<file path="src/rtl/baseadj_pkg.sv">
package baseadj_pkg;
  parameter int TIME_W_DEF = 64;
  parameter int CYC_W_DEF  = 32;

  typedef enum logic [1:0] {
    S_IDLE = 2'd0,
    S_GROW = 2'd1,
    S_DESC = 2'd2,
    S_DONE = 2'd3
  } adj_state_t;
endpackage

</file>
<file path="src/rtl/baseadj_thresh.sv">
module baseadj_thresh #(
  parameter int TIME_W = 64,
  parameter int CYC_W  = 32
) (
  input  logic [TIME_W-1:0] now_t,
  input  logic [TIME_W-1:0] base_t,
  input  logic [CYC_W-1:0]  cyc_t,
  output logic [TIME_W-1:0] thr_t,
  output logic [TIME_W-1:0] gap_t,
  output logic              in_future,
  output logic              zero_cyc
);
  function automatic logic [TIME_W-1:0] two_cycles_ahead(
    input logic [TIME_W-1:0] now_v, input logic [CYC_W-1:0] cyc_v);
    logic [TIME_W-1:0] dbl;
    dbl = TIME_W'({cyc_v, 1'b0});
    return now_v + dbl;
  endfunction

  always_comb begin
    thr_t     = two_cycles_ahead(now_t, cyc_t);
    in_future = (base_t >= thr_t);
    gap_t     = thr_t - base_t;
    zero_cyc  = (cyc_t == '0);
  end
endmodule

</file>
<file path="src/rtl/baseadj_step.sv">
module baseadj_step #(
  parameter int TIME_W = 64,
  parameter int CH_W   = 66
) (
  input  logic [TIME_W-1:0] run_v,
  input  logic [CH_W-1:0]   chunk_v,
  input  logic [TIME_W-1:0] thr_v,
  output logic [TIME_W-1:0] run_nxt,
  output logic              took
);
  function automatic logic fits_below(
    input logic [CH_W-1:0] sum_v, input logic [TIME_W-1:0] lim_v);
    return sum_v < CH_W'(lim_v);
  endfunction

  logic [CH_W-1:0] sum_w;

  always_comb begin
    sum_w   = CH_W'(run_v) + chunk_v;
    took    = fits_below(sum_w, thr_v);
    run_nxt = took ? sum_w[TIME_W-1:0] : run_v;
  end
endmodule

</file>
<file path="src/rtl/sched_base_adjust.sv">
module sched_base_adjust
  import baseadj_pkg::*;
#(
  parameter int TIME_W = TIME_W_DEF,
  parameter int CYC_W  = CYC_W_DEF
) (
  input  logic              clk,
  input  logic              rst_n,
  input  logic              start,
  input  logic [TIME_W-1:0] base_in,
  input  logic [CYC_W-1:0]  cycle_in,
  input  logic [TIME_W-1:0] now_in,
  output logic              busy,
  output logic              done,
  output logic              err,
  output logic [TIME_W-1:0] result
);
  localparam int CH_W  = TIME_W + 2;
  localparam int LVL_W = $clog2(CH_W + 1);

  adj_state_t        st;
  logic [CYC_W-1:0]  cyc_q;
  logic [TIME_W-1:0] thr_q, gap_q, run_q, result_q;
  logic [CH_W-1:0]   chunk_q;
  logic [LVL_W-1:0]  lvl_q;
  logic              err_q;

  logic [TIME_W-1:0] thr_w, gap_w, run_w;
  logic              fut_w, zero_w, took_w;

  // named internal events
  logic ev_accept, ev_zero, ev_fast, ev_grow_stop, ev_last_step;

  baseadj_thresh #(.TIME_W(TIME_W), .CYC_W(CYC_W)) u_thr (
    .now_t(now_in), .base_t(base_in), .cyc_t(cycle_in),
    .thr_t(thr_w), .gap_t(gap_w), .in_future(fut_w), .zero_cyc(zero_w));

  baseadj_step #(.TIME_W(TIME_W), .CH_W(CH_W)) u_step (
    .run_v(run_q), .chunk_v(chunk_q), .thr_v(thr_q),
    .run_nxt(run_w), .took(took_w));

  assign ev_accept    = start && (st == S_IDLE);
  assign ev_zero      = ev_accept && zero_w;
  assign ev_fast      = ev_accept && !zero_w && fut_w;
  assign ev_grow_stop = (st == S_GROW) && (chunk_q >= CH_W'(gap_q));
  assign ev_last_step = (st == S_DESC) && (lvl_q == '0);

  always_ff @(posedge clk or negedge rst_n) begin
    if (!rst_n) begin
      st       <= S_IDLE;
      cyc_q    <= '0;
      thr_q    <= '0;
      gap_q    <= '0;
      run_q    <= '0;
      chunk_q  <= '0;
      lvl_q    <= '0;
      result_q <= '0;
      err_q    <= 1'b0;
    end else begin
      unique case (st)
        S_IDLE: begin
          if (ev_accept) begin
            cyc_q   <= cycle_in;
            thr_q   <= thr_w;
            gap_q   <= gap_w;
            run_q   <= base_in;
            chunk_q <= CH_W'(cycle_in);
            lvl_q   <= '0;
            if (ev_zero) begin
              err_q    <= 1'b1;
              result_q <= base_in;
              st       <= S_DONE;
            end else if (ev_fast) begin
              err_q    <= 1'b0;
              result_q <= base_in;
              st       <= S_DONE;
            end else begin
              err_q <= 1'b0;
              st    <= S_GROW;
            end
          end
        end
        S_GROW: begin
          if (ev_grow_stop) begin
            st <= S_DESC;
          end else begin
            chunk_q <= chunk_q << 1;
            lvl_q   <= lvl_q + 1'b1;
          end
        end
        S_DESC: begin
          run_q <= run_w;
          if (ev_last_step) begin
            result_q <= run_w + TIME_W'(cyc_q);
            st       <= S_DONE;
          end else begin
            chunk_q <= chunk_q >> 1;
            lvl_q   <= lvl_q - 1'b1;
          end
        end
        S_DONE: st <= S_IDLE;
        default: st <= S_IDLE;
      endcase
    end
  end

  assign busy   = (st != S_IDLE);
  assign done   = (st == S_DONE);
  assign err    = err_q;
  assign result = result_q;
endmodule

</file>
<file path="config.mk">
export PLATFORM = sky130hd
export DESIGN_NAME = sched_base_adjust
export DESIGN_NICKNAME = d
export VERILOG_FILES = /design/src/rtl/baseadj_pkg.sv /design/src/rtl/baseadj_thresh.sv /design/src/rtl/baseadj_step.sv /design/src/rtl/sched_base_adjust.sv
export SDC_FILE = /design/constraint.sdc
export NUM_CORES = 1
export LEC_CHECK = 0
export BUFFER_PORTS_ARGS = -buffer_cell sky130_fd_sc_hd__buf_4
export CAP_MARGIN = 40
export CORE_MARGIN = 5
export CORE_UTILIZATION = 40
export DETAILED_ROUTE_END_ITERATION = 16
export PLACE_DENSITY = 0.55
export SLEW_MARGIN = 40
export SYNTH_ARGS = -nofsm -noshare
export SYNTH_HDL_FRONTEND = slang
export SYNTH_HIERARCHICAL = 1
export SYNTH_SLANG_ARGS = --single-unit
</file>
<file path="constraint.sdc">
create_clock -name clk -period 18.35 [get_ports clk]
set_clock_uncertainty 0.2 [all_clocks]
set_input_delay 0 -clock clk [delete_from_list [all_inputs] [get_ports clk]]
set_output_delay 0 -clock clk [all_outputs]
set_load 0.02 [all_outputs]
</file>
# Word level (Yosys, flattened, before mapping)
# Cells that the tools add are included.
word_totals:
  ff_bits: 364
  latch_bits: 0
  mem_bits_rw: 0
  romBits: 0
  input_bits: 163
  out_inout_bits: 67
  word_cells: 68
  n_memories: 0
classes:
  add_sub_neg: 6
  mul: 0
  div: 0
  magnitude_cmp: 3
  eq_ne: 9
  shift: 0
  muxes: 23
  n_bitwise: 0
  n_reduce_logical: 18
op_table:
  columns: ["cell", "n"]
  rows:
  - ["64-bit 2-to-1 mux", 6]
  - ["64-bit case mux with 2 select lines", 2]
  - ["66-bit 2-to-1 mux", 3]
  - ["66-bit case mux with 3 select lines", 1]
  - ["64-bit by 66-bit adder with 66-bit output", 1]
  - ["66-bit by 64-bit greater-or-equal comparator with 1-bit output", 1]
  - ["66-bit by 64-bit less-than comparator with 1-bit output", 1]
  - ["64-bit by 32-bit adder with 64-bit output", 1]
  - ["64-bit by 33-bit adder with 64-bit output", 1]
  - ["64-bit greater-or-equal comparator", 1]
  - ["64-bit subtractor", 1]
  - ["32-bit zero test", 1]
  - ["7-bit 2-to-1 mux", 3]
  - ["7-bit case mux with 3 select lines", 1]
  - ["2-bit 2-to-1 mux", 5]
  - ["2-bit != test, second input constant", 5]
  - ["2-bit case mux with 4 select lines", 1]
  - ["4-bit AND reduction", 2]
  - ["7-bit by 1-bit adder with 7-bit output, second input constant", 1]
  - ["7-bit zero test", 1]
  - ["7-bit by 1-bit subtractor with 7-bit output, second input constant", 1]
  - ["1-bit logical AND", 6]
  - ["2-bit == test, second input constant", 2]
  - ["2-bit AND reduction", 2]
  - ["8 further kinds", 9]

# Depth between registers and ports, before layout
# Gate-level depths: netlist of the first run.
logic_depth:
  word_depth: 8
  mapped_depth: 34
  mapped_depth_nobuf: 32

# Hierarchy
# Netlist of the first run, hierarchy kept.
by_module_without_submodules:
  columns: ["mod", "instances", "cells_each", "area_per_inst_um2", "seq_area_each_um2"]
  rows:
  - ["sched_base_adjust", 1, 2006, 19344.8, 9108.7]
  - ["baseadj_step", 1, 900, 6457.4, 0.0]
  - ["baseadj_thresh", 1, 930, 6261.0, 0.0]

# Least setup slack after synthesis of the first run
# No wires, ideal clock.
synth_timing:
  path_type: "register to register"
  startpoint: "register run_q[0]"
  endpoint: "register result_q[46], in the netlist result[46]"
  setup_time_ps: 64
  t_arrival_ps: 7561
  t_required_ps: 18086
  slack_ps: 10524
  path_stages_with_launch: 34
  path_buffers: 4
  period_less_slack_ps: 7826
  path_cell_list: "dfrtp_1 -> ha_1 -> fa_1 -> a211oi_1 -> o21ai_0 -> a311o_1 -> nand2_1 -> or3b_2 -> a21oi_1 -> xnor2_1 -> ha_1 -> nand4_1 -> or4_1 -> nor3_1 -> nand4_1 -> o21bai_1 -> a31o_2 -> o211ai_1 -> a211oi_2 -> buf_6 -> buf_8 -> mux2_1 -> ha_1 -> buf_4 -> nand2_2 -> or4_1 -> nor3_2 -> o41ai_1 -> nor2b_4 -> o41a_1 -> buf_6 -> or4_1 -> a31oi_1 -> a21o_1"
synth_via:
  elab_chain_len: 6
synth_rtl:
  columns: ["element", "line_no", "text"]
  rows:
  - ["start: declaration", "sched_base_adjust.sv:23", "logic [TIME_W-1:0] thr_q, gap_q, run_q, result_q;"]
  - ["start signal: assignment", "sched_base_adjust.sv:66", "run_q <= base_in;"]
  - ["start signal: assignment", "sched_base_adjust.sv:92", "run_q <= run_w;"]
  - ["64-bit by 66-bit adder with 66-bit output *", "baseadj_step.sv:19", "sum_w = CH_W'(run_v) + chunk_v;"]
  - ["66-bit by 64-bit less-than comparator with 1-bit output", "baseadj_step.sv:13", "return sum_v < CH_W'(lim_v);"]
  - ["64-bit 2-to-1 mux *", "baseadj_step.sv:21", "run_nxt = took ? sum_w[TIME_W-1:0] : run_v;"]
  - ["net run_w[21]", "sched_base_adjust.sv:28", "logic [TIME_W-1:0] thr_w, gap_w, run_w;"]
  - ["64-bit by 32-bit adder with 64-bit output *", "sched_base_adjust.sv:94", "result_q <= run_w + TIME_W'(cyc_q);"]
  - ["64-bit 2-to-1 mux *", "sched_base_adjust.sv:93", "if (ev_last_step) begin"]
  - ["64-bit case mux with 2 select lines *", "sched_base_adjust.sv:60", "unique case (st)"]
  - ["end signal: assignment", "sched_base_adjust.sv:71", "result_q <= base_in;"]
  - ["end signal: assignment", "sched_base_adjust.sv:75", "result_q <= base_in;"]
  - ["end signal: assignment", "sched_base_adjust.sv:94", null]
  - ["end: declaration", "sched_base_adjust.sv:23", null]
# Mark *: on every way through the listed nets, which the timed path passes. The rest lies on a longest branch. The select of a mux whose other input is x is not followed.
# A chain may end at the register's enable or synchronous reset.

# Worst setup path in the final report of the first run
layout_timing:
  startpoint: "register run_q[0]"
  endpoint: "register result_q[60], in the netlist result[60]"
layout_via:
  elab_chain_len: 6
layout_rtl:
  columns: ["element", "line_no", "text"]
  rows:
  - ["64-bit by 66-bit adder with 66-bit output", "baseadj_step.sv:19", null]
  - ["66-bit by 64-bit less-than comparator with 1-bit output", "baseadj_step.sv:13", null]
  - ["net took_w", "sched_base_adjust.sv:29", "logic fut_w, zero_w, took_w;"]
  - ["64-bit 2-to-1 mux", "baseadj_step.sv:21", null]
  - ["net run_w[0]", "sched_base_adjust.sv:28", null]
  - ["64-bit by 32-bit adder with 64-bit output", "sched_base_adjust.sv:94", null]
  - ["64-bit 2-to-1 mux", "sched_base_adjust.sv:93", null]
  - ["64-bit case mux with 2 select lines", "sched_base_adjust.sv:60", null]
# The timed path passes the listed nets, and every way through them passes these cells. The select of a mux whose other input is x is not followed.

==> metrics.csv, run 1 <==
metric,value,unit
Post-CTS Setup Inserts,0,
"Slew Viols, Final",0,
DPL Wire Length,100700,µm
status,completed,
Setup crit start,run_q[0],
share of cells above drive strength 1,11.89,%
P_sw,4.044,mW
Area Overhead vs Synth,19.16,%
P_int,3.797,mW
Slew HR,44.81,%
total number of yosys warnings,6,
final net count,4650,
Max Buffers Root-to-Sink,3,
initial drt markers,3241,
crit path DAT,10.43,ns
final setup fails,0,
routed len/inst,24.53,µm
number of synthesized flops with an enable pin,0,
Max VDD drop,115.7,µV
GP Congestion,1.006,
HP Class,in -> reg,
Max Fclk,98.92,MHz
Clk pwr share,12.0,%
CTS tree,yes,
pwr/cell area,205.2,nW/µm²
GR Overflow Total,0,
fillers,7784,
Synth area leader,dfrtp_1,
Clock transition at path regs,0.06,ns
floorplan row count,103,
post-route minimum period,10.11,ns
first-pass GRT wire length,190700,µm
"top cells by count, synth","nand2_1, dfrtp_1, o21ai_0, a21oi_1, ha_1",
vias in the first global route,29609,
global-route usage over all layers,28.77,%
critical path launch point type,flop,
TritonRoute pass-1 iters,6,
RSZ-0062 raised after global routing,false,
Max stage delay on crit path,0.72,ns
Via density,5.947,
FF-to-FF setup slack,8.24,ns
crit path to,result[60],
sequential area share after synthesis,28.41,%
Worst-Skew Late Latency,0.61,ns
Synth Cell Area,32060,µm²
Synth top area share,28.41,%
port buffer count,229,
endpoints failing hold,0,
Die Y,293.1,µm
Cells after Synth,3836,
Worst Path Required,18.67,ns
clk sinks,364,
CTS-repair resized insts,0,
Die W,293.1,µm
Final ANT Viol Nets,0,
Slew @ Worst Pin,0.8258,ns
via count,31172,
Cell variety after synth,103,
total power,7.841,mW
Post-Route Setup TNS,0,ns
Synth Net Count,4332,
Sequential Power Share,18.5,%
max-cap viol count,0,
Leak,17.51,nW
residual DRC count,0,
syn avg cell area,8.359,µm²
slowest CP cell,a2111oi_2,
asr flop ratio synth,100.0,%
"most used cell, CP",ha_1,
I/O pin count,230,
Worst Path Max Fanout,41,
Die ar.,85920,µm²
drt total wl,128600,µm
largest net degree at the start of global routing,150,
worst r2r path cells,30,
clk root buf,clkbuf_16,
cts bufs inserted,46,
core area,79260,µm²
Synth Flop Type,dfrtp_1,
most frequent cell after synthesis,nand2_1,
switching part of the total,51.58,%
worst r2r src,run_q[0],
Comb pwr share,69.6,%
CTS H-tree lvls,2,
post-synthesis register bit count,364,
crit end category,flop,
CP Class,reg -> reg,
initial antenna violation count,11,
reg2reg end,result[60],
Tcrit/Tclk final,55.09,%
initial core utilization,40.45,%
largest cells by area after synthesis,"dfrtp_1, ha_1, o21ai_0",
[power groups by stage]
| stage | Clock [mW] | Sequential (mW) | Combinational, mW |
|---|---|---|---|
| floorplan | 0 | 1.42 | 3.77 |
| global placement | 0 | 1.44 | 5.24 |
| detailed placement | 0 | 1.45 | 5.25 |
| CTS | 0.959 | 1.44 | 5.34 |
| global route | 0.989 | 1.49 | 5.97 |
| finish | 0.938 | 1.45 | 5.45 |
[final cells by class]
type / count / area, µm² / area share (%)
Tap cell: 1050 / 1314 / 3.439
Antenna cell: 3 / 7.507 / 0.01965
Clock inverter: 12 / 167.7 / 0.4388
Timing Repair Buffer: 450 / 3976 / 10.41
Inverter: 257 / 965.9 / 2.528
Clock buffer: 71 / 1365 / 3.573
Sequential cell: 364 / 9109 / 23.84
Multi-Input combinational cell: 3035 / 21300 / 55.75
[cells by family (layout without fill, tap and decap cells)]
family                   Yosys count  in the layout  synth area share [%]
flip-flops                       364            364                 28.41
other                              0              3                     0
adder cells (fa/ha/maj)          333            333                 13.11
AO/OA/AOI/OAI                   1225           1225                 23.84
AND/OR/NAND/NOR                 1040           1040                 15.76
buffers and inverters            437            790                 5.467
multiplexers                     205            205                 7.055
XOR/XNOR                         232            232                 6.361
[critical path, delay by kind of cell (launching register included)]
family                   cells  cell delay [ns]
multiplexers                 1             0.29
flip-flops                   1             0.41
adder cells (fa/ha/maj)      5             1.43
AND/OR/NAND/NOR              3             0.98
buffers and inverters        2             0.60
AO/OA/AOI/OAI               19             6.05
[flip-flops by register name, summed over array words and instances, names as in the netlist]
signal and count:
lvl_q 7, st 2, cyc_q 32, gap_q 64
run_q 64, chunk_q 66, result 64, err 1
thr_q 64
[metrics by stage]
step,utilization (%),instances,setup slack [ns],cell area (µm²),hold WS [ns]
global route,48.20,5239,7.788,38200,0.05219
global placement,43.58,4954,8.105,34540,-0.1133
floorplan,-,3836,10.52,32060,-0.4956
detailed placement,43.64,4954,8.363,34590,-0.1172
CTS,48.12,5237,8.314,38140,0.01685
finish,48.21,5242,8.241,38210,0.04811
[worst min-delay path by stage]
stage	to	slack [ns]	cells after the start	from
6_report	thr_q[15]	0.05	4	now_in[15]
5_1_grt	thr_q[15]	0.05	4	now_in[15]
4_1_cts	cyc_q[1]	0.02	4	cycle_in[1]
3_5_place_dp	result[8]	-0.12	1	rst_n
3_3_place_gp	result[8]	-0.11	1	rst_n
2_1_floorplan	chunk_q[0]	-0.50	0	rst_n
[metal layers]
layer | share of wire, % | vias up | global-route usage [%]
met5 | 0.13 | - | 1.330
met4 | 2.5 | 2 | 6.673
met3 | 9.8 | 186 | 6.765
met2 | 38 | 1335 | 38.20
met1 | 49 | 15101 | 46.15
li1 | - | 14548 | -
[placed cells by master, fill, tap and decap left out, types with 49 or more instances in the layout]
master / instances
dfrtp_1: 364
a21o_1: 143
xor2_1: 74
o31ai_1: 50
ha_1: 327
o21ai_0: 342
mux2_2: 115
inv_1: 255
nand4_1: 80
buf_4: 241
nor2_1: 166
nor2b_1: 52
nand2_1: 424
xnor2_1: 157
dlygate4sd3_1: 199
mux2_1: 49
a21oi_1: 335
nand3_1: 74
[timing repair]
item / CTS / global route
hold buffers: 200 / 0
setup endpoints to repair: 0 / 0
endpoints found under the hold margin: 439 / 0
Power figures use the tool's default switching activity.
==> run 2: changes to the inputs <==
clock period = 9.8 ns   (was 18.35 ns; I/O delays follow)
==> metrics.csv, run 2 (synthesis results as in run 1) <==
metric,value,unit
drt total wl,127800,µm
Die ar.,85920,µm²
worst r2r src,run_q[18],
post-route minimum period,9.368,ns
max-cap viol count,0,
Final ANT Viol Nets,1,
Leak,17.73,nW
reg2reg end,result[63],
share of cells above drive strength 1,12.76,%
port buffer count,229,
GR Overflow Total,0,
Inst Count DP,4985,
fin cells,5278,
"most used cell, CP",ha_1,
Tcrit/Tclk final,95.59,%
Post-Route Setup TNS,0,ns
crit end category,flop,
"commonest non-fill, non-tap cells in the layout","nand2_1, dfrtp_1, o21ai_0, a21oi_1, ha_1",
crit path DAT,9.69,ns
Max Fclk,106.7,MHz
Worst Path Max Fanout,21,
"Buf+Inv Stages, Crit Path",3,
RSZ-0062 raised after global routing,false,
FF-to-FF setup slack,0.43,ns
status,"complete, but fails checks",
Area Overhead vs Synth,20.18,%
Slew @ Worst Pin,0.8577,ns
Hold WS,0.04703,ns
routed len/inst,24.21,µm
worst r2r path cells,32,
Max VDD drop,206.9,µV
Max Buffers Root-to-Sink,3,
GP Congestion,0.9623,
CP Class,reg -> reg,
floorplan row count,103,
cts bufs inserted,48,
Die W,293.1,µm
"Slew Viols, Final",0,
slowest CP cell,ha_1,
initial antenna violation count,10,
initial drt markers,2923,
fillers,7745,
final net count,4674,
endpoints failing hold,0,
crit path to,result[63],
Clock transition at path regs,0.06,ns
clk sinks,364,
CTS tree,yes,
Die Y,293.1,µm
core area,79260,µm²
Slew HR,42.70,%
I/O pin count,230,
largest register by flop count,chunk_q,
Worst-Skew Late Latency,0.63,ns
via count,31045,
largest net degree at the start of global routing,136,
Via density,5.882,
Setup crit start,run_q[18],
DPL Wire Length,100600,µm
residual DRC count,0,
"commonest non-fill, non-tap cell in the layout",nand2_1,
Crit path max-delay family,compound AO/OA/AOI/OAI gates,
global-route usage over all layers,28.54,%
critical path launch point type,flop,
CTS H-tree lvls,2,
vias in the first global route,29170,
Largest register FFs,66,
final setup fails,0,
Worst Path Required,10.12,ns
Max stage delay on crit path,0.48,ns
CP Depth,32,
Post-CTS Setup Inserts,0,
clk root buf,clkbuf_16,
HP Class,in -> reg,
pwr/cell area,385.9,nW/µm²
failing checks,antenna rules,
TritonRoute pass-1 iters,5,
initial core utilization,40.45,%
first-pass GRT wire length,188200,µm
[run 2: cell count changes in the layout (fill, tap and decap cells not counted), moves of 3 or more]
cell,change
dlygate4sd3_1,-9
clkinv_2,+6
a2111oi_0,+3
buf_4,+27
clkbuf_1,-5
clkbuf_16,+3
diode_2,+8
[run 2: timing repair]
action                                 in CTS  in global routing
endpoints found under the hold margin     599                  0
setup endpoints to repair                   0                  2
hold buffers                              191                  0
gates resized for setup                     0                  1
[run 2: cell type report]
type | instances | area, µm² | share of cell area (%)
tap | 1050 | 1314 | 3.409
inverter | 257 | 964.7 | 2.503
antenna | 11 | 27.53 | 0.07144
multi-input combinational | 3035 | 21280 | 55.22
sequential | 364 | 9109 | 23.64
timing repair buffer | 472 | 4161 | 10.80
clock inverter | 19 | 242.7 | 0.6299
clock buffer | 70 | 1435 | 3.724
[run 2: through the flow]
step	setup WS [ns]	power (mW)	util, %	area [µm²]
5_1_grt	0.04567	16.01	48.59	38510
3_5_place_dp	0.5449	12.69	43.98	34860
3_3_place_gp	0.6774	12.67	43.84	34750
4_1_cts	0.4910	14.72	48.51	38450
6_report	0.4319	14.87	48.62	38530
2_1_floorplan	1.974	9.716	-	32060
[run 2: how the worst min path moves through the flow]
| stage | startpoint | to | slack (ns) | depth (start not counted) |
|---|---|---|---|---|
| after global placement | rst_n | result[1] | -0.06 | 1 |
| final | cycle_in[3] | cyc_q[3] | 0.05 | 3 |
| after global routing | cycle_in[3] | cyc_q[3] | 0.04 | 3 |
| after detailed placement | rst_n | result[1] | -0.37 | 1 |
| after CTS | cycle_in[3] | cyc_q[3] | 0.005 | 3 |
| after floorplan | rst_n | chunk_q[0] | -0.50 | 0 |
[run 2: layer usage]
layer	vias to the layer above	track usage, %	routed length, µm
met5	-	0	34
met4	6	6.638	3269
met3	169	6.704	12330
met2	1216	37.87	48790
met1	15025	45.90	63350
li1	14629	-	-
[run 2: power breakdown]
group	leakage, nW	switching [mW]	internal, mW
Clock	0.822	0.762	1.12
Combinational	12.4	6.31	3.97
Sequential	4.52	0.512	2.19
Total	17.7	7.58	7.29
[run 2: worst register-to-register path, delay by kind of cell, from the launching register on]
kind	cells	cell delay [ns]
AO/OA/AOI/OAI	13	3.03
AND/OR/NAND/NOR	10	2.50
adder cells (fa/ha/maj)	3	1.23
multiplexers	2	0.73
buffers and inverters	3	0.71
flip-flops	1	0.45
XOR/XNOR	1	0.44
